`config.mk`:
```
export PLATFORM = sky130hd
export DESIGN_NAME = ide_io_router
export DESIGN_NICKNAME = d
export VERILOG_FILES = /design/src/rtl/ide_rt_pkg.sv /design/src/rtl/ide_rt_base_regs.sv /design/src/rtl/ide_rt_win_match.sv /design/src/rtl/ide_rt_drive_sel.sv /design/src/rtl/ide_io_router.sv
export SDC_FILE = /design/constraint.sdc
export NUM_CORES = 1
export LEC_CHECK = 0
export CAP_MARGIN = 5
export CORE_AREA = 2 2 159 161
export DETAILED_ROUTE_END_ITERATION = 12
export DIE_AREA = 0 0 161 163
export PLACE_DENSITY = 0.84
export SLEW_MARGIN = 20
export SYNTH_ARGS = -nofsm -noshare
export SYNTH_HDL_FRONTEND = slang
export SYNTH_HIERARCHICAL = 1
export SYNTH_SLANG_ARGS = --single-unit
```
`constraint.sdc`:
```
create_clock -name clk -period 10.2 [get_ports clk]
set_clock_uncertainty 0.2 [all_clocks]
set_input_delay 2.04 -clock clk [delete_from_list [all_inputs] [get_ports clk]]
set_output_delay 2.04 -clock clk [all_outputs]
set_load 0.05 [all_outputs]
```
`src/rtl/ide_rt_pkg.sv`:
```
package ide_rt_pkg;

    localparam int NWIN = 5;
    localparam int NCH  = 2;
    localparam int DW   = 32;

    // Window index; the numeric order is the match priority.
    typedef enum logic [2:0] {
        WIN_PCMD = 3'd0,
        WIN_PCTL = 3'd1,
        WIN_SCMD = 3'd2,
        WIN_SCTL = 3'd3,
        WIN_BUS  = 3'd4
    } win_e;

    // Class of the response presented in the cycle after a request.
    typedef enum logic [2:0] {
        RSP_IDLE  = 3'd0,
        RSP_DRIVE = 3'd1,
        RSP_ZERO  = 3'd2,
        RSP_BUS   = 3'd3,
        RSP_NOOP  = 3'd4,
        RSP_FAULT = 3'd5
    } rsp_e;

    function automatic logic size_legal(input logic [2:0] sz);
        return (sz == 3'd1) || (sz == 3'd2) || (sz == 3'd4);
    endfunction

endpackage

```
`src/rtl/ide_rt_base_regs.sv`:
```
module ide_rt_base_regs #(
    parameter int AW = 16,
    parameter logic [ide_rt_pkg::NWIN*AW-1:0] RST_BASE = '0
) (
    input  logic                          clk,
    input  logic                          rst_n,
    input  logic                          wr_en,
    input  logic [2:0]                    wr_sel,
    input  logic [AW-1:0]                 wr_data,
    output logic [ide_rt_pkg::NWIN*AW-1:0] bases
);
    import ide_rt_pkg::*;

    // A zero value never replaces a programmed base.
    always_ff @(posedge clk or negedge rst_n) begin
        if (!rst_n) begin
            bases <= RST_BASE;
        end else if (wr_en && (wr_data != '0)) begin
            for (int i = 0; i < NWIN; i++) begin
                if (wr_sel == 3'(i)) begin
                    bases[i*AW +: AW] <= wr_data;
                end
            end
        end
    end

endmodule

```
`src/rtl/ide_rt_win_match.sv`:
```
module ide_rt_win_match #(
    parameter int AW = 16,
    parameter logic [ide_rt_pkg::NWIN*AW-1:0] WIN_SIZE = '0
) (
    input  logic [AW-1:0]                  addr,
    input  logic [ide_rt_pkg::NWIN*AW-1:0] bases,
    output logic                           hit_any,
    output ide_rt_pkg::win_e               hit_win,
    output logic [AW-1:0]                  hit_rel
);
    import ide_rt_pkg::*;

    logic [NWIN-1:0] hit;
    logic [AW-1:0]   rel [NWIN];

    for (genvar i = 0; i < NWIN; i++) begin : g_win
        logic [AW:0] lo;
        logic [AW:0] hi;
        assign lo     = {1'b0, bases[i*AW +: AW]};
        assign hi     = lo + {1'b0, WIN_SIZE[i*AW +: AW]};
        assign hit[i] = ({1'b0, addr} >= lo) && ({1'b0, addr} < hi);
        assign rel[i] = addr - bases[i*AW +: AW];
    end

    // Scan from the lowest priority up so the first window in order wins.
    always_comb begin
        hit_any = 1'b0;
        hit_win = WIN_PCMD;
        hit_rel = '0;
        for (int i = NWIN - 1; i >= 0; i--) begin
            if (hit[i]) begin
                hit_any = 1'b1;
                hit_win = win_e'(i);
                hit_rel = rel[i];
            end
        end
    end

endmodule

```
`src/rtl/ide_rt_drive_sel.sv`:
```
module ide_rt_drive_sel #(
    parameter int NCH = 2
) (
    input  logic           clk,
    input  logic           rst_n,
    input  logic           upd_en,
    input  logic           upd_ch,
    input  logic           upd_slave,
    output logic [NCH-1:0] sel_q
);

    // Master is selected on every channel out of reset.
    always_ff @(posedge clk or negedge rst_n) begin
        if (!rst_n) begin
            sel_q <= '0;
        end else if (upd_en) begin
            for (int c = 0; c < NCH; c++) begin
                if (upd_ch == 1'(c)) begin
                    sel_q[c] <= upd_slave;
                end
            end
        end
    end

endmodule

```
`src/rtl/ide_io_router.sv`:
```
module ide_io_router #(
    parameter int AW            = 16,
    parameter int PRI_CMD_SHIFT = 2,
    parameter int PRI_CTRL_ADD  = 2,
    parameter int BMI_SPAN      = 8,
    parameter int SEL_OFS       = 6,
    parameter int SEL_BIT       = 4,
    parameter logic [ide_rt_pkg::NWIN*AW-1:0] RST_BASE =
        {16'h01C0, 16'h0178, 16'h0170, 16'h0140, 16'h0100},
    parameter logic [ide_rt_pkg::NWIN*AW-1:0] WIN_SIZE =
        {16'd16, 16'd4, 16'd8, 16'd4, 16'd32}
) (
    input  logic          clk,
    input  logic          rst_n,
    input  logic          io_en,
    input  logic          bm_en,
    input  logic [3:0]    drive_present,
    input  logic          bar_wr_en,
    input  logic [2:0]    bar_wr_sel,
    input  logic [AW-1:0] bar_wr_data,
    input  logic          req_valid,
    input  logic          req_write,
    input  logic [AW-1:0] req_addr,
    input  logic [2:0]    req_size,
    input  logic [31:0]   req_wdata,
    output logic          resp_valid,
    output logic          resp_err,
    output logic [31:0]   resp_rdata,
    output logic [1:0]    drv_valid,
    output logic [1:0]    drv_slave,
    output logic          drv_ctrl,
    output logic          tgt_write,
    output logic [AW-1:0] tgt_offset,
    output logic [2:0]    tgt_size,
    output logic [31:0]   tgt_wdata,
    input  logic [63:0]   drv_rdata,
    output logic          bmi_valid,
    output logic          bmi_chan,
    input  logic [31:0]   bmi_rdata
);
    import ide_rt_pkg::*;

    localparam logic [AW-1:0] SEL_OFS_V = AW'(SEL_OFS);
    localparam logic [AW-1:0] CTRL_ADD  = AW'(PRI_CTRL_ADD);
    localparam logic [AW-1:0] BMI_SPANV = AW'(BMI_SPAN);

    logic [NWIN*AW-1:0] bases;
    logic               hit_any;
    win_e               hit_win;
    logic [AW-1:0]      hit_rel;
    logic [NCH-1:0]     sel_q;

    logic sel_upd;
    logic sel_upd_ch;
    logic sel_upd_val;

    rsp_e rsp_q, rsp_d;
    logic rsp_ch_q, rsp_ch_d;
    logic rsp_rd_q;

    logic win_ch;
    logic is_ctrl;
    logic eff_slave;

    ide_rt_base_regs #(.AW(AW), .RST_BASE(RST_BASE)) u_bases (
        .clk     (clk),
        .rst_n   (rst_n),
        .wr_en   (bar_wr_en),
        .wr_sel  (bar_wr_sel),
        .wr_data (bar_wr_data),
        .bases   (bases)
    );

    ide_rt_win_match #(.AW(AW), .WIN_SIZE(WIN_SIZE)) u_match (
        .addr    (req_addr),
        .bases   (bases),
        .hit_any (hit_any),
        .hit_win (hit_win),
        .hit_rel (hit_rel)
    );

    ide_rt_drive_sel #(.NCH(NCH)) u_sel (
        .clk       (clk),
        .rst_n     (rst_n),
        .upd_en    (sel_upd),
        .upd_ch    (sel_upd_ch),
        .upd_slave (sel_upd_val),
        .sel_q     (sel_q)
    );

    assign tgt_write = req_write;
    assign tgt_size  = req_size;
    assign tgt_wdata = req_wdata;

    // Request classification: target strobes and next response state.
    always_comb begin
        rsp_d       = RSP_IDLE;
        rsp_ch_d    = 1'b0;
        drv_valid   = '0;
        drv_slave   = sel_q;
        drv_ctrl    = 1'b0;
        bmi_valid   = 1'b0;
        bmi_chan    = 1'b0;
        tgt_offset  = hit_rel;
        sel_upd     = 1'b0;
        sel_upd_ch  = 1'b0;
        sel_upd_val = 1'b0;
        win_ch      = (hit_win == WIN_SCMD) || (hit_win == WIN_SCTL);
        is_ctrl     = (hit_win == WIN_PCTL) || (hit_win == WIN_SCTL);
        eff_slave   = sel_q[win_ch];
        if (req_valid) begin
            if (!size_legal(req_size)) begin
                rsp_d = RSP_FAULT;
            end else if (!io_en) begin
                rsp_d = RSP_NOOP;
            end else if (!hit_any) begin
                rsp_d = RSP_FAULT;
            end else begin
                unique case (hit_win)
                    WIN_PCMD, WIN_PCTL, WIN_SCMD, WIN_SCTL: begin
                        if (hit_win == WIN_PCMD) begin
                            tgt_offset = hit_rel >> PRI_CMD_SHIFT;
                        end else if (hit_win == WIN_PCTL) begin
                            tgt_offset = hit_rel + CTRL_ADD;
                        end
                        if (!is_ctrl && req_write && (tgt_offset == SEL_OFS_V)) begin
                            sel_upd     = 1'b1;
                            sel_upd_ch  = win_ch;
                            sel_upd_val = req_wdata[SEL_BIT];
                            eff_slave   = req_wdata[SEL_BIT];
                        end
                        drv_slave[win_ch] = eff_slave;
                        drv_ctrl          = is_ctrl;
                        rsp_ch_d          = win_ch;
                        if (drive_present[{win_ch, eff_slave}]) begin
                            drv_valid[win_ch] = 1'b1;
                            rsp_d             = RSP_DRIVE;
                        end else if (req_size == 3'd1) begin
                            rsp_d = RSP_ZERO;
                        end else begin
                            rsp_d = RSP_FAULT;
                        end
                    end
                    WIN_BUS: begin
                        if (req_write && !bm_en) begin
                            rsp_d = RSP_NOOP;
                        end else begin
                            bmi_valid = 1'b1;
                            if (hit_rel >= BMI_SPANV) begin
                                bmi_chan   = 1'b1;
                                tgt_offset = hit_rel - BMI_SPANV;
                            end
                            rsp_ch_d = bmi_chan;
                            rsp_d    = RSP_BUS;
                        end
                    end
                    default: rsp_d = RSP_FAULT;
                endcase
            end
        end
    end

    // Response-phase state register.
    always_ff @(posedge clk or negedge rst_n) begin
        if (!rst_n) begin
            rsp_q    <= RSP_IDLE;
            rsp_ch_q <= 1'b0;
            rsp_rd_q <= 1'b0;
        end else begin
            rsp_q    <= rsp_d;
            rsp_ch_q <= rsp_ch_d;
            rsp_rd_q <= !req_write;
        end
    end

    // Response outputs decoded from the registered state.
    always_comb begin
        resp_valid = 1'b0;
        resp_err   = 1'b0;
        resp_rdata = '0;
        unique case (rsp_q)
            RSP_IDLE: ;
            RSP_DRIVE: begin
                resp_valid = 1'b1;
                if (rsp_rd_q) begin
                    resp_rdata = rsp_ch_q ? drv_rdata[63:32] : drv_rdata[31:0];
                end
            end
            RSP_BUS: begin
                resp_valid = 1'b1;
                if (rsp_rd_q) begin
                    resp_rdata = bmi_rdata;
                end
            end
            RSP_ZERO, RSP_NOOP: resp_valid = 1'b1;
            RSP_FAULT: begin
                resp_valid = 1'b1;
                resp_err   = 1'b1;
            end
            default: ;
        endcase
    end

endmodule

```
==> results.md <==
- CTS max path bufs: 2
- Worst Path Required: 7960 ps
- Synthesis Warnings: 6
- Layout cells sized above 1: 15.5%
- Synthesized flop and latch total: 87
- CP cell instances: clkdlybuf4s50_1 > buf_4 > ha_1 > nor2b_1 > o31a_1 > o31ai_2 > a41oi_1 > o31ai_2 > buf_4 > nand3_4 > o221a_2 > a211o_1 > a22oi_1 > buf_4 > nand3_1 > o31a_1 > a211o_1 > nor4_2 > o2111ai_2 > mux2i_4 > mux2i_2 > nor3_1 > buf_4 > buf_12
- Total grt overflow: 0
- Multi-input logic area: 9880 sq um
- Die Y-Extent: 163 um
- Rel. slew slack: 23.1%
- Hpwl dp: 39.5 mm
- Status: finished, final reports clean
- Starting DRT DRC Count: 1308
- Largest net degree at the start of global routing: 72
- IO Port Bufs: 207
- Leak pwr: 6.99 nW
- Mapped Avg Cell Area: 8.01 sq um
- Xor/xnor share of the synthesized area: 8.09%
- Gr usage total: 36.2%
- Adder-Cell Fraction of Synth Area: 15.5%
- Cell Area, Placed: 15700 sq um
- Syn Nets: 1956
- Synth unique cells: 88
- Crit Path Class: primary input to output pin
- Crit path DAT: 7730 ps
- Startpoint Class: primary input
- Die W: 161 um
- Setup TNS: 0 ps
- FF+latch area: 2200 sq um
- Crit end category: output pin
- Largest cells by area after synthesis: ha_1 (15%), dfrtp_1 (14%), mux2_2 (7.3%)
- CTS HTree Levels: 3
- Vias/cell: 6.27
- RSZ-0062 raised after global routing: true
- Remaining antenna violation count: 0
- Reg2reg start: u_bases/bases[52]
- Die area: 26200 sq um
- Worst Path Buf+Inv: 6
- WL per Instance: 22.8 um
- First-pass GRT wire length: 73.0 mm
- # IOs: 270
- Crit-path max FO: 11
- Clock Tree Root: clkbuf_16
- Final setup viols: 0
- CTS tree: yes
- Peak supply drop: 241 uV
- Area grow syn2layout: 24.9%
- Fraction of the cycle the final worst path needs: 97.8%
- Worst Hold Class: flop to flop
- Clk pin slew, worst setup/hold paths: 80 ps
- Peak Freq: 0.100 GHz
- CP most frequent cell: buf_4
- Max_cap viols: 0
- Worst skew pair latency: 360 ps
- Area of the mapped netlist: 13000 sq um
- Wl on met1: 19.6 mm
- Num rows: 58
- Fin area: 16200 sq um
- Metal2 WL: 22.9 mm
- # DRC: 0
- EDFF count, synth: 0
- Final Hold Vio Count: 0
- Pwr dens: 237 nW/um^2
- CP Launch Point: req_addr[1]
- Vias in the first global route: 12.6k
- Dpl ws: 63.3 ps
- Final core utilization: 65.8%
- Share of Yosys cell area claimed by the top area cell type: 14.7%
- Final nets: 2169
- Hold wc startpoint: u_bases/bases[67]
- Filler cell count: 2063
- Post-Synth Simple-Gate Area: 21.0%
- Top_reg_cell synth: dfrtp_1
- Cell taking the most area after synthesis: ha_1
- Top delay family on crit path: compound AO/OA/AOI/OAI gates
- Clock Sinks: 87
- Final min period: 9970 ps
- Synth Area in Compound Gates: 19.8%
- Routability cong.: 1.07
- Initial DRT Pass Iterations: 6
- Cts bufs inserted: 9
- Main combinational cell family by area after synthesis: simple AND/OR/NAND/NOR gates
- Mux contribution to synthesized area: 11.0%
- Max Used Layer: met4
- Core Box Area: 24700 sq um
- Effective utilization at floorplan: 52.6%
- Post-synth ARST share: 100%
- PnR worst setup slack: 229 ps
- Met3 WL: 4.52 mm
- Initial antenna violation count: 1
- Register area share after synthesis: 16.9%
- DRT Wirelength: 49.4 mm
- Synthesized instance count: 1621
- Via count: 13.6k
- Slowest CP cell: clkdlybuf4s50_1
- Crit-path max cell delay: 530 ps
- Worst-Margin Slew: 1140 ps
- Final Max Tran Viols: 0
-- synth_stat cells (12+ instances only) --
| cell | count |
|---|---|
| nor2_1 | 90 |
| xnor2_1 | 88 |
| and2_1 | 37 |
| a21oi_1 | 98 |
| nor3_1 | 40 |
| mux2i_1 | 44 |
| mux2_2 | 84 |
| nand3_1 | 63 |
| dfrtp_1 | 72 |
| ha_1 | 153 |
| a31oi_1 | 24 |
| nor2b_1 | 14 |
| o22ai_1 | 15 |
| nor4_1 | 21 |
| clkbuf_1 | 41 |
| xor2_1 | 32 |
| o21a_1 | 12 |
| inv_1 | 114 |
| or3_1 | 14 |
| buf_4 | 38 |
| and3_1 | 13 |
| nand2_1 | 130 |
| a21o_1 | 36 |
| nand4_1 | 27 |
| dfstp_2 | 15 |
| nand2b_1 | 16 |
| o21ai_0 | 106 |
-- final timing paths --
| path | end | slack, ps | depth (start not counted) |
|---|---|---|---|
| max | drv_valid[0] | 230 | 24 |
| min | u_bases/bases[67] | 310 | 1 |
| max reg2reg | rsp_q[1] | 2840 | 25 |
| min reg2reg | u_bases/bases[67] | 310 | 1 |
| max in group asynchronous | rsp_ch_q | 7240 | 2 |
| min in group asynchronous | u_bases/bases[62] | 1330 | 1 |
-- cell type report --
cell class	instances	share of cell area, %
flip-flops and latches	87	13.5
well taps	330	2.55
multi-input cells	1324	60.9
clock inverters	7	0.632
repair buffers	297	18.3
inverters	115	2.66
diodes	1	0.0154
clock buffers	9	1.39
-- per-stage QoR --
stage	cells	hold WS, ps	total power (W)
6_report	2170	313	0.00384
5_1_grt	2170	322	0.00406
4_1_cts	2159	313	0.00374
3_5_place_dp	2143	295	0.00333
3_3_place_gp	2143	289	0.00329
2_1_floorplan	1621	279	0.00234
-- placed cells by master, fill, tap and decap left out, types with 27 or more instances in the layout --
cell type	instances
mux2i_1	43
buf_4	92
clkdlybuf4s50_1	177
a21o_1	36
inv_1	113
ha_1	153
nand4_1	27
mux2_2	84
nor2_1	89
a21oi_1	95
xor2_1	32
xnor2_1	88
o21ai_0	105
nand3_1	62
nand2_1	129
nor3_1	38
dfrtp_1	71
and2_1	37
-- cell families after synthesis --
logic type / Yosys count
flops: 87
fa+ha+maj: 158
mux: 130
buf+inv: 211
simple gates: 516
compound gates: 399
xor+xnor: 120
-- sequential cells by signal, summed over array words and instances, names as in the netlist --
name and flops:
rsp_ch_q 1, rsp_q 3, rsp_rd_q 1, u_bases/bases 80, u_sel/sel_q 2
-- layer usage --
metal | GRT usage, % | up-vias
met5 | 0 | -
met1 | 45.0 | 6409
met3 | 7.61 | 122
met2 | 61.5 | 743
met4 | 14.6 | 0
li1 | - | 6323
-- where the power goes --
part	internal [W]	switching, W	total [W]
Sequential	0.000427	0.0000967	0.000524
Clock	0.000219	0.000174	0.000394
Combinational	0.00122	0.00170	0.00293
-- what timing repair did --
action                     4_1_cts  5_1_grt
hold buffers                     0        0
setup endpoints to repair        0       15
setup buffers                    0        9
resized for setup                0       26
Power figures use the tool's default switching activity.
